### src/rtl/fa_pkg.sv
package fa_pkg;
  parameter int NCH = 4;        // lanes
  parameter int DEPTH = 4;      // queue depth per lane (power of two)
  parameter int TW = 9;         // tower field width
  parameter int CW = 5;         // check code width
  parameter int VEC = 16;       // vector entries per lane (power of two)
  parameter logic [CW-1:0] CRC_POLY = 5'h05;

  localparam int WW = 2 * TW + CW + 1;   // lane word incl. reserved top bit
  localparam int PW = $clog2(DEPTH);
  localparam int VW = $clog2(VEC);
  localparam int LW = $clog2(NCH);

  typedef struct packed {
    logic [NCH-1:0]         push;
    logic [NCH-1:0][PW-1:0] wrPtr;
    logic [PW-1:0]          rdPtr;
    logic                   load;
    logic                   useTest;
    logic [VW-1:0]          vecIdx;
    logic                   busy;
    logic [LW-1:0]          beat;
  } ctrlStrobe_t;
endpackage

### src/rtl/fa_ctrl.sv
module fa_ctrl
  import fa_pkg::*;
(
  input  logic            clk,
  input  logic            rstN,
  input  logic [NCH-1:0]  inValid,
  input  logic            testMode,
  output ctrlStrobe_t     st
);
  logic [NCH-1:0][PW:0]   cnt;
  logic [NCH-1:0][PW-1:0] wrPtr;
  logic [PW-1:0]          rdPtr;
  logic                   busy;
  logic [LW-1:0]          beat;
  logic [VW-1:0]          vecIdx;

  logic                   canLoad, allReady, liveLoad, testLoad;
  logic [NCH-1:0]         push, ready;

  always_comb begin
    canLoad = !busy || (beat == LW'(NCH - 1));
    for (int c = 0; c < NCH; c++) begin
      ready[c] = (cnt[c] != '0);
      push[c]  = inValid[c] && !testMode && (cnt[c] != (PW+1)'(DEPTH));
    end
    allReady = &ready;
    liveLoad = !testMode && allReady && canLoad;
    testLoad = testMode && canLoad;
  end

  // lane queue occupancy and write pointers; flushed while in test mode
  always_ff @(posedge clk) begin
    if (!rstN) begin
      cnt   <= '0;
      wrPtr <= '0;
    end else begin
      for (int c = 0; c < NCH; c++) begin
        if (testMode) begin
          cnt[c]   <= '0;
          wrPtr[c] <= rdPtr;
        end else begin
          cnt[c] <= cnt[c] + (PW+1)'(push[c]) - (PW+1)'(liveLoad);
          if (push[c]) wrPtr[c] <= wrPtr[c] + 1'b1;
        end
      end
    end
  end

  // shared read pointer, beat sequencer, vector index
  always_ff @(posedge clk) begin
    if (!rstN) begin
      rdPtr  <= '0;
      busy   <= 1'b0;
      beat   <= '0;
      vecIdx <= '0;
    end else begin
      if (liveLoad) rdPtr <= rdPtr + 1'b1;
      if (liveLoad || testLoad) begin
        busy <= 1'b1;
        beat <= '0;
      end else if (busy) begin
        if (beat == LW'(NCH - 1)) busy <= 1'b0;
        beat <= beat + 1'b1;
      end
      if (!testMode)     vecIdx <= '0;
      else if (testLoad) vecIdx <= vecIdx + 1'b1;
    end
  end

  always_comb begin
    st.push    = push;
    st.wrPtr   = wrPtr;
    st.rdPtr   = rdPtr;
    st.load    = liveLoad || testLoad;
    st.useTest = testMode;
    st.vecIdx  = vecIdx;
    st.busy    = busy;
    st.beat    = beat;
  end
endmodule

### src/rtl/fa_datapath.sv
module fa_datapath
  import fa_pkg::*;
(
  input  logic                    clk,
  input  logic                    rstN,
  input  ctrlStrobe_t             st,
  input  logic [NCH-1:0][WW-1:0]  inWord,
  input  logic                    vecWrEn,
  input  logic [LW-1:0]           vecWrChan,
  input  logic [VW-1:0]           vecWrAddr,
  input  logic [WW-1:0]           vecWrData,
  output logic                    outValid,
  output logic [LW-1:0]           outLane,
  output logic [TW-1:0]           outTowerA,
  output logic [TW-1:0]           outTowerB,
  output logic                    outErr,
  output logic                    outMark
);
  localparam int DW = 2 * TW;

  function automatic logic [CW-1:0] crcCalc(input logic [DW-1:0] d);
    logic [CW-1:0] r;
    logic fb;
    r = '0;
    for (int i = DW - 1; i >= 0; i--) begin
      fb = d[i] ^ r[CW-1];
      r  = {r[CW-2:0], 1'b0};
      if (fb) r = r ^ CRC_POLY;
    end
    return r;
  endfunction

  logic [NCH-1:0][TW-1:0] nextA, nextB, holdA, holdB;
  logic [NCH-1:0]         nextErr, holdErr;

  for (genvar c = 0; c < NCH; c++) begin : g_lane
    logic [WW-1:0] fifoMem [DEPTH];
    logic [WW-1:0] vecMem  [VEC];
    logic [WW-1:0] srcWord;
    logic [DW-1:0] payload;
    logic          bad;

    always_ff @(posedge clk) begin
      if (st.push[c]) fifoMem[st.wrPtr[c]] <= inWord[c];
      if (vecWrEn && (vecWrChan == LW'(c))) vecMem[vecWrAddr] <= vecWrData;
    end

    assign srcWord    = st.useTest ? vecMem[st.vecIdx] : fifoMem[st.rdPtr];
    assign payload    = srcWord[WW-2 -: DW];
    assign bad        = srcWord[WW-1] || (crcCalc(payload) != srcWord[CW-1:0]);
    assign nextA[c]   = bad ? '0 : payload[DW-1:TW];
    assign nextB[c]   = bad ? '0 : payload[TW-1:0];
    assign nextErr[c] = bad;
  end

  always_ff @(posedge clk) begin
    if (!rstN) begin
      holdA   <= '0;
      holdB   <= '0;
      holdErr <= '0;
    end else if (st.load) begin
      holdA   <= nextA;
      holdB   <= nextB;
      holdErr <= nextErr;
    end
  end

  always_comb begin
    outValid  = st.busy;
    outLane   = st.beat;
    outMark   = st.busy && (st.beat == '0);
    outTowerA = st.busy ? holdA[st.beat] : '0;
    outTowerB = st.busy ? holdB[st.beat] : '0;
    outErr    = st.busy && holdErr[st.beat];
  end
endmodule

### src/rtl/frame_aligner.sv
module frame_aligner
  import fa_pkg::*;
(
  input  logic                    clk,
  input  logic                    rstN,
  input  logic [NCH-1:0]          inValid,
  input  logic [NCH-1:0][WW-1:0]  inWord,
  input  logic                    testMode,
  input  logic                    vecWrEn,
  input  logic [LW-1:0]           vecWrChan,
  input  logic [VW-1:0]           vecWrAddr,
  input  logic [WW-1:0]           vecWrData,
  output logic                    outValid,
  output logic [LW-1:0]           outLane,
  output logic [TW-1:0]           outTowerA,
  output logic [TW-1:0]           outTowerB,
  output logic                    outErr,
  output logic                    outMark
);
  ctrlStrobe_t st;

  fa_ctrl u_ctrl (
    .clk      (clk),
    .rstN     (rstN),
    .inValid  (inValid),
    .testMode (testMode),
    .st       (st)
  );

  fa_datapath u_dp (
    .clk       (clk),
    .rstN      (rstN),
    .st        (st),
    .inWord    (inWord),
    .vecWrEn   (vecWrEn),
    .vecWrChan (vecWrChan),
    .vecWrAddr (vecWrAddr),
    .vecWrData (vecWrData),
    .outValid  (outValid),
    .outLane   (outLane),
    .outTowerA (outTowerA),
    .outTowerB (outTowerB),
    .outErr    (outErr),
    .outMark   (outMark)
  );
endmodule

### config.mk
export PLATFORM = sky130hd
export DESIGN_NAME = frame_aligner
export DESIGN_NICKNAME = d
export VERILOG_FILES = /design/src/rtl/fa_pkg.sv /design/src/rtl/fa_ctrl.sv /design/src/rtl/fa_datapath.sv /design/src/rtl/frame_aligner.sv
export SDC_FILE = /design/constraint.sdc
export NUM_CORES = 2
export LEC_CHECK = 0
export BUFFER_PORTS_ARGS = -buffer_cell sky130_fd_sc_hd__buf_2
export CORE_MARGIN = 5
export CORE_UTILIZATION = 46
export DETAILED_ROUTE_END_ITERATION = 8
export PLACE_DENSITY_LB_ADDON = 0.05
export SLEW_MARGIN = 40
export SYNTH_ARGS = -nofsm -noshare
export SYNTH_HDL_FRONTEND = slang
export SYNTH_SLANG_ARGS = --single-unit
### constraint.sdc
create_clock -name clk -period 6.25 [get_ports clk]
set_clock_uncertainty 0.05 [all_clocks]
set_input_delay 1.25 -clock clk [delete_from_list [all_inputs] [get_ports clk]]
set_output_delay 1.25 -clock clk [all_outputs]
set_load 0.01 [all_outputs]
==> impl_metrics.env <==
export IMPL_portBuffers=156
export IMPL_num_fill_cells=13596
export IMPL_synth_top_area_share_pct=71.3
export IMPL_hp_class="register to register"
export IMPL_place_hpwl_um=140000
export IMPL_ctsHoldBuffers=0
export IMPL_cts_htree_levels=4
export IMPL_cpMostUsedCell="mux2_2"
export IMPL_drtIter0Drc=3734
export IMPL_synth_main_ff_cell="edfxtp_1"
export IMPL_cap_violations=0
export IMPL_first_pass_iters=5
export IMPL_grt_usage_pct=23.6
export IMPL_cp_max_fo=44
export IMPL_end_kind="register"
export IMPL_start_util_pct=46.4
export IMPL_critical_path_slowest_cell="or4b_1"
export IMPL_die_area_mm2=0.184
export IMPL_worstSetupPathType="register to register"
export IMPL_grt_pass1_vias=39538
export IMPL_gr_usage_met3_pct=7.26
export IMPL_vias_per_cell=5.84
export IMPL_ioPinCount=157
export IMPL_cts_sinks=2031
export IMPL_num_rows=153
export IMPL_muxShareOfSynthArea_pct=17.2
export IMPL_finalSetupViolations=0
export IMPL_register_area_mm2=0.0599
export IMPL_numCtsBuffers=209
export IMPL_cts_tree="built"
export IMPL_tns_ns=0
export IMPL_crit_path_start_kind="register"
export IMPL_clk_latency_ns=0.86
export IMPL_synth_distinct_cells=78
export IMPL_yosys_area_share_simple_pct=2.40
export IMPL_max_vdd_ir_drop_uv=269
export IMPL_p_leak_nw=29.0
export IMPL_relSlewSlack_pct=36.1
export IMPL_die_y_um=429
export IMPL_synth_edf_count=1920
export IMPL_place_gp_congestion=0.845
export IMPL_outcome="finished clean"
export IMPL_yosysWarnings=0
export IMPL_grt_max_degree=84
export IMPL_r2r_end="u_dp.holdA[29]$_SDFFE_PN0P_"
export IMPL_path_clk_slew_ns=0.06
export IMPL_die_w_um=429
export IMPL_synth_area_leaders="edfxtp_1, mux4_2, dfxtp_1, mux2i_1, xnor2_1"
export IMPL_rsz0062_at_grt="false"
export IMPL_synth_top_family_by_area="multiplexers"
export IMPL_cts_resized=0
export IMPL_crit_end="u_dp.holdA[29]$_SDFFE_PN0P_"
export IMPL_setup_ws_ns=1.12
export IMPL_whs_ns=0.409
export IMPL_syn_num_nets=3977
export IMPL_syn_area_mm2=0.0808
export IMPL_instances_no_fill=6688
export IMPL_period_minus_slack_ns=5.13
export IMPL_area_delta_synth_final_pct=14.6
export IMPL_final_common_cell="edfxtp_1"
export IMPL_final_antenna_net_count=0
export IMPL_globalRouteOverflowTotal=0
export IMPL_grt_antenna_before_repair=21
export IMPL_slew_violations=0
export IMPL_pre_cts_ws_ns=1.06
export IMPL_wl_per_cell_um=32.6
export IMPL_worst_pin_slew_ns=0.932
export IMPL_nNetsFinal=4347
export IMPL_async_flop_share_pct=0
export IMPL_power_density_mw_per_mm2=314
export IMPL_vias=39052
export IMPL_drcViolationCount=0
export IMPL_synth_xor_area_share_pct=2.16
export IMPL_r2r_cells=14
export IMPL_reg2reg_slack_ns=1.12
export IMPL_routed_wl_um=218000
export IMPL_cp_cell_sequence="buf_12, buf_4, mux2_2, a222oi_1, and3_1, nor2b_1, xnor3_1, mux2_2, xnor3_1, or4b_1, nand4_1, mux2_2, nand3_4, o21ai_0"
export IMPL_avgSynthCellArea_um2=21.2
export IMPL_fin_util_pct=53.1
export IMPL_multiInputGateArea_mm2=0.0201
export IMPL_synth_compound_area_share_pct=1.86
export IMPL_synthCells=3812
export IMPL_final_layout_size_suffix_gt1_share_pct=29.2
export IMPL_layout_common_cells="edfxtp_1, mux4_2, clkbuf_16"
export IMPL_required_ns=6.97
export IMPL_dp_cells=6295
export IMPL_post_route_period_util_pct=82.1
export IMPL_use_met1_pct=33.7
export IMPL_core_area_mm2=0.174
export IMPL_grt_pass1_wl_um=307000
export IMPL_ys_ff_latch=2031
export IMPL_synth_fa_ha_area_share_pct=0.517
export IMPL_post_cts_buffers=0
export IMPL_ys_seq_area_share_pct=74.1
export IMPL_max_freq_ghz=0.195
export IMPL_grt_busiest_layer="met2"
export IMPL_synth_top_area_cell="edfxtp_1"
export IMPL_grt_use_met2_pct=35.8
export IMPL_hold_viol=0
export IMPL_worstPathArrival_ns=5.85
export IMPL_cpPeakStageDelay_ns=0.53
export IMPL_root_buffer="clkbuf_16"
export IMPL_clockBufferDepth=3
[area by class of cell]
class	count	share of cell area, %
diodes	11	0.0297
well taps	2325	3.14
repair buffers	351	3.23
clock buffers	270	6.02
inverters	27	0.115
multi-input cells	1562	21.7
flip-flops and latches	2031	64.6
clock inverters	111	1.18
[cell families after synthesis]
| logic type | after synthesis |
|---|---|
| buffers and inverters | 219 |
| AND/OR/NAND/NOR | 418 |
| flip-flops | 2031 |
| multiplexers | 715 |
| adder cells (fa/ha/maj) | 31 |
| XOR/XNOR | 179 |
| AO/OA/AOI/OAI | 219 |
[metrics by stage]
step / cell area [um2] / total power (W)
3_5_place_dp: 85900 / 0.0172
4_1_cts: 92600 / 0.0294
6_report: 92700 / 0.0291
2_1_floorplan: 80800 / 0.0165
5_1_grt: 92600 / 0.0301
3_3_place_gp: 85000 / 0.0172
[sequential cells by signal (all words and copies together), names as in the netlist, 4 cells and up, named ones only]
name                 count
u_dp.g_lane.fifoMem    384
u_ctrl.st                8
u_ctrl.cnt              12
u_dp.holdErr             4
u_ctrl.vecIdx            4
u_dp.holdB              36
u_dp.g_lane.vecMem    1536
u_dp.holdA              36
[power breakdown]
part           leakage [nW]  total [W]  internal [W]  switching [W]
clock network          3.25     0.0122       0.00696        0.00520
logic                  7.58    0.00187      0.000735        0.00113
registers              18.2     0.0151        0.0150      0.0000501
[Yosys cell counts, types with 24 or more instances]
master / number
dfxtp_1: 111
mux4_2: 505
o21ai_0: 40
buf_4: 46
edfxtp_1: 1920
nor2_1: 134
a22oi_1: 24
inv_1: 27
buf_2: 57
nand3_1: 24
mux2i_1: 165
ha_1: 27
mux4_1: 24
nand2_1: 137
and2_1: 47
xor2_1: 64
a21oi_1: 49
clkbuf_1: 39
xnor2_1: 101
[per-layer routing]
metal / routed length, um / share of wire [%]
met1: 94600 / 43
met2: 99900 / 46
met3: 18400 / 8.4
met4: 5260 / 2.4
met5: 78 / 0.036
[worst min-delay path by stage]
stage | end | from | cells after the start
6_report | u_dp.holdB[34]$_SDFFE_PN0P_ | u_dp.holdB[34]$_SDFFE_PN0P_ | 2
5_1_grt | u_dp.holdB[22]$_SDFFE_PN0P_ | u_dp.holdB[22]$_SDFFE_PN0P_ | 1
4_1_cts | u_dp.holdB[23]$_SDFFE_PN0P_ | u_dp.holdB[23]$_SDFFE_PN0P_ | 1
3_5_place_dp | u_dp.holdB[23]$_SDFFE_PN0P_ | u_dp.holdB[23]$_SDFFE_PN0P_ | 1
3_3_place_gp | u_dp.holdA[28]$_SDFFE_PN0P_ | u_dp.holdA[28]$_SDFFE_PN0P_ | 2
2_1_floorplan | u_dp.holdA[28]$_SDFFE_PN0P_ | u_dp.holdA[28]$_SDFFE_PN0P_ | 2
[worst max-delay path: cells and delay by family (launching register included)]
kind                   cells  cell delay [ns]
flip-flops                 1             0.46
buffers and inverters      2             0.87
multiplexers               3             0.95
AO/OA/AOI/OAI              2             0.63
AND/OR/NAND/NOR            5             1.22
XOR/XNOR                   2             0.79
Note: power is estimated with default switching activity, not from simulation.
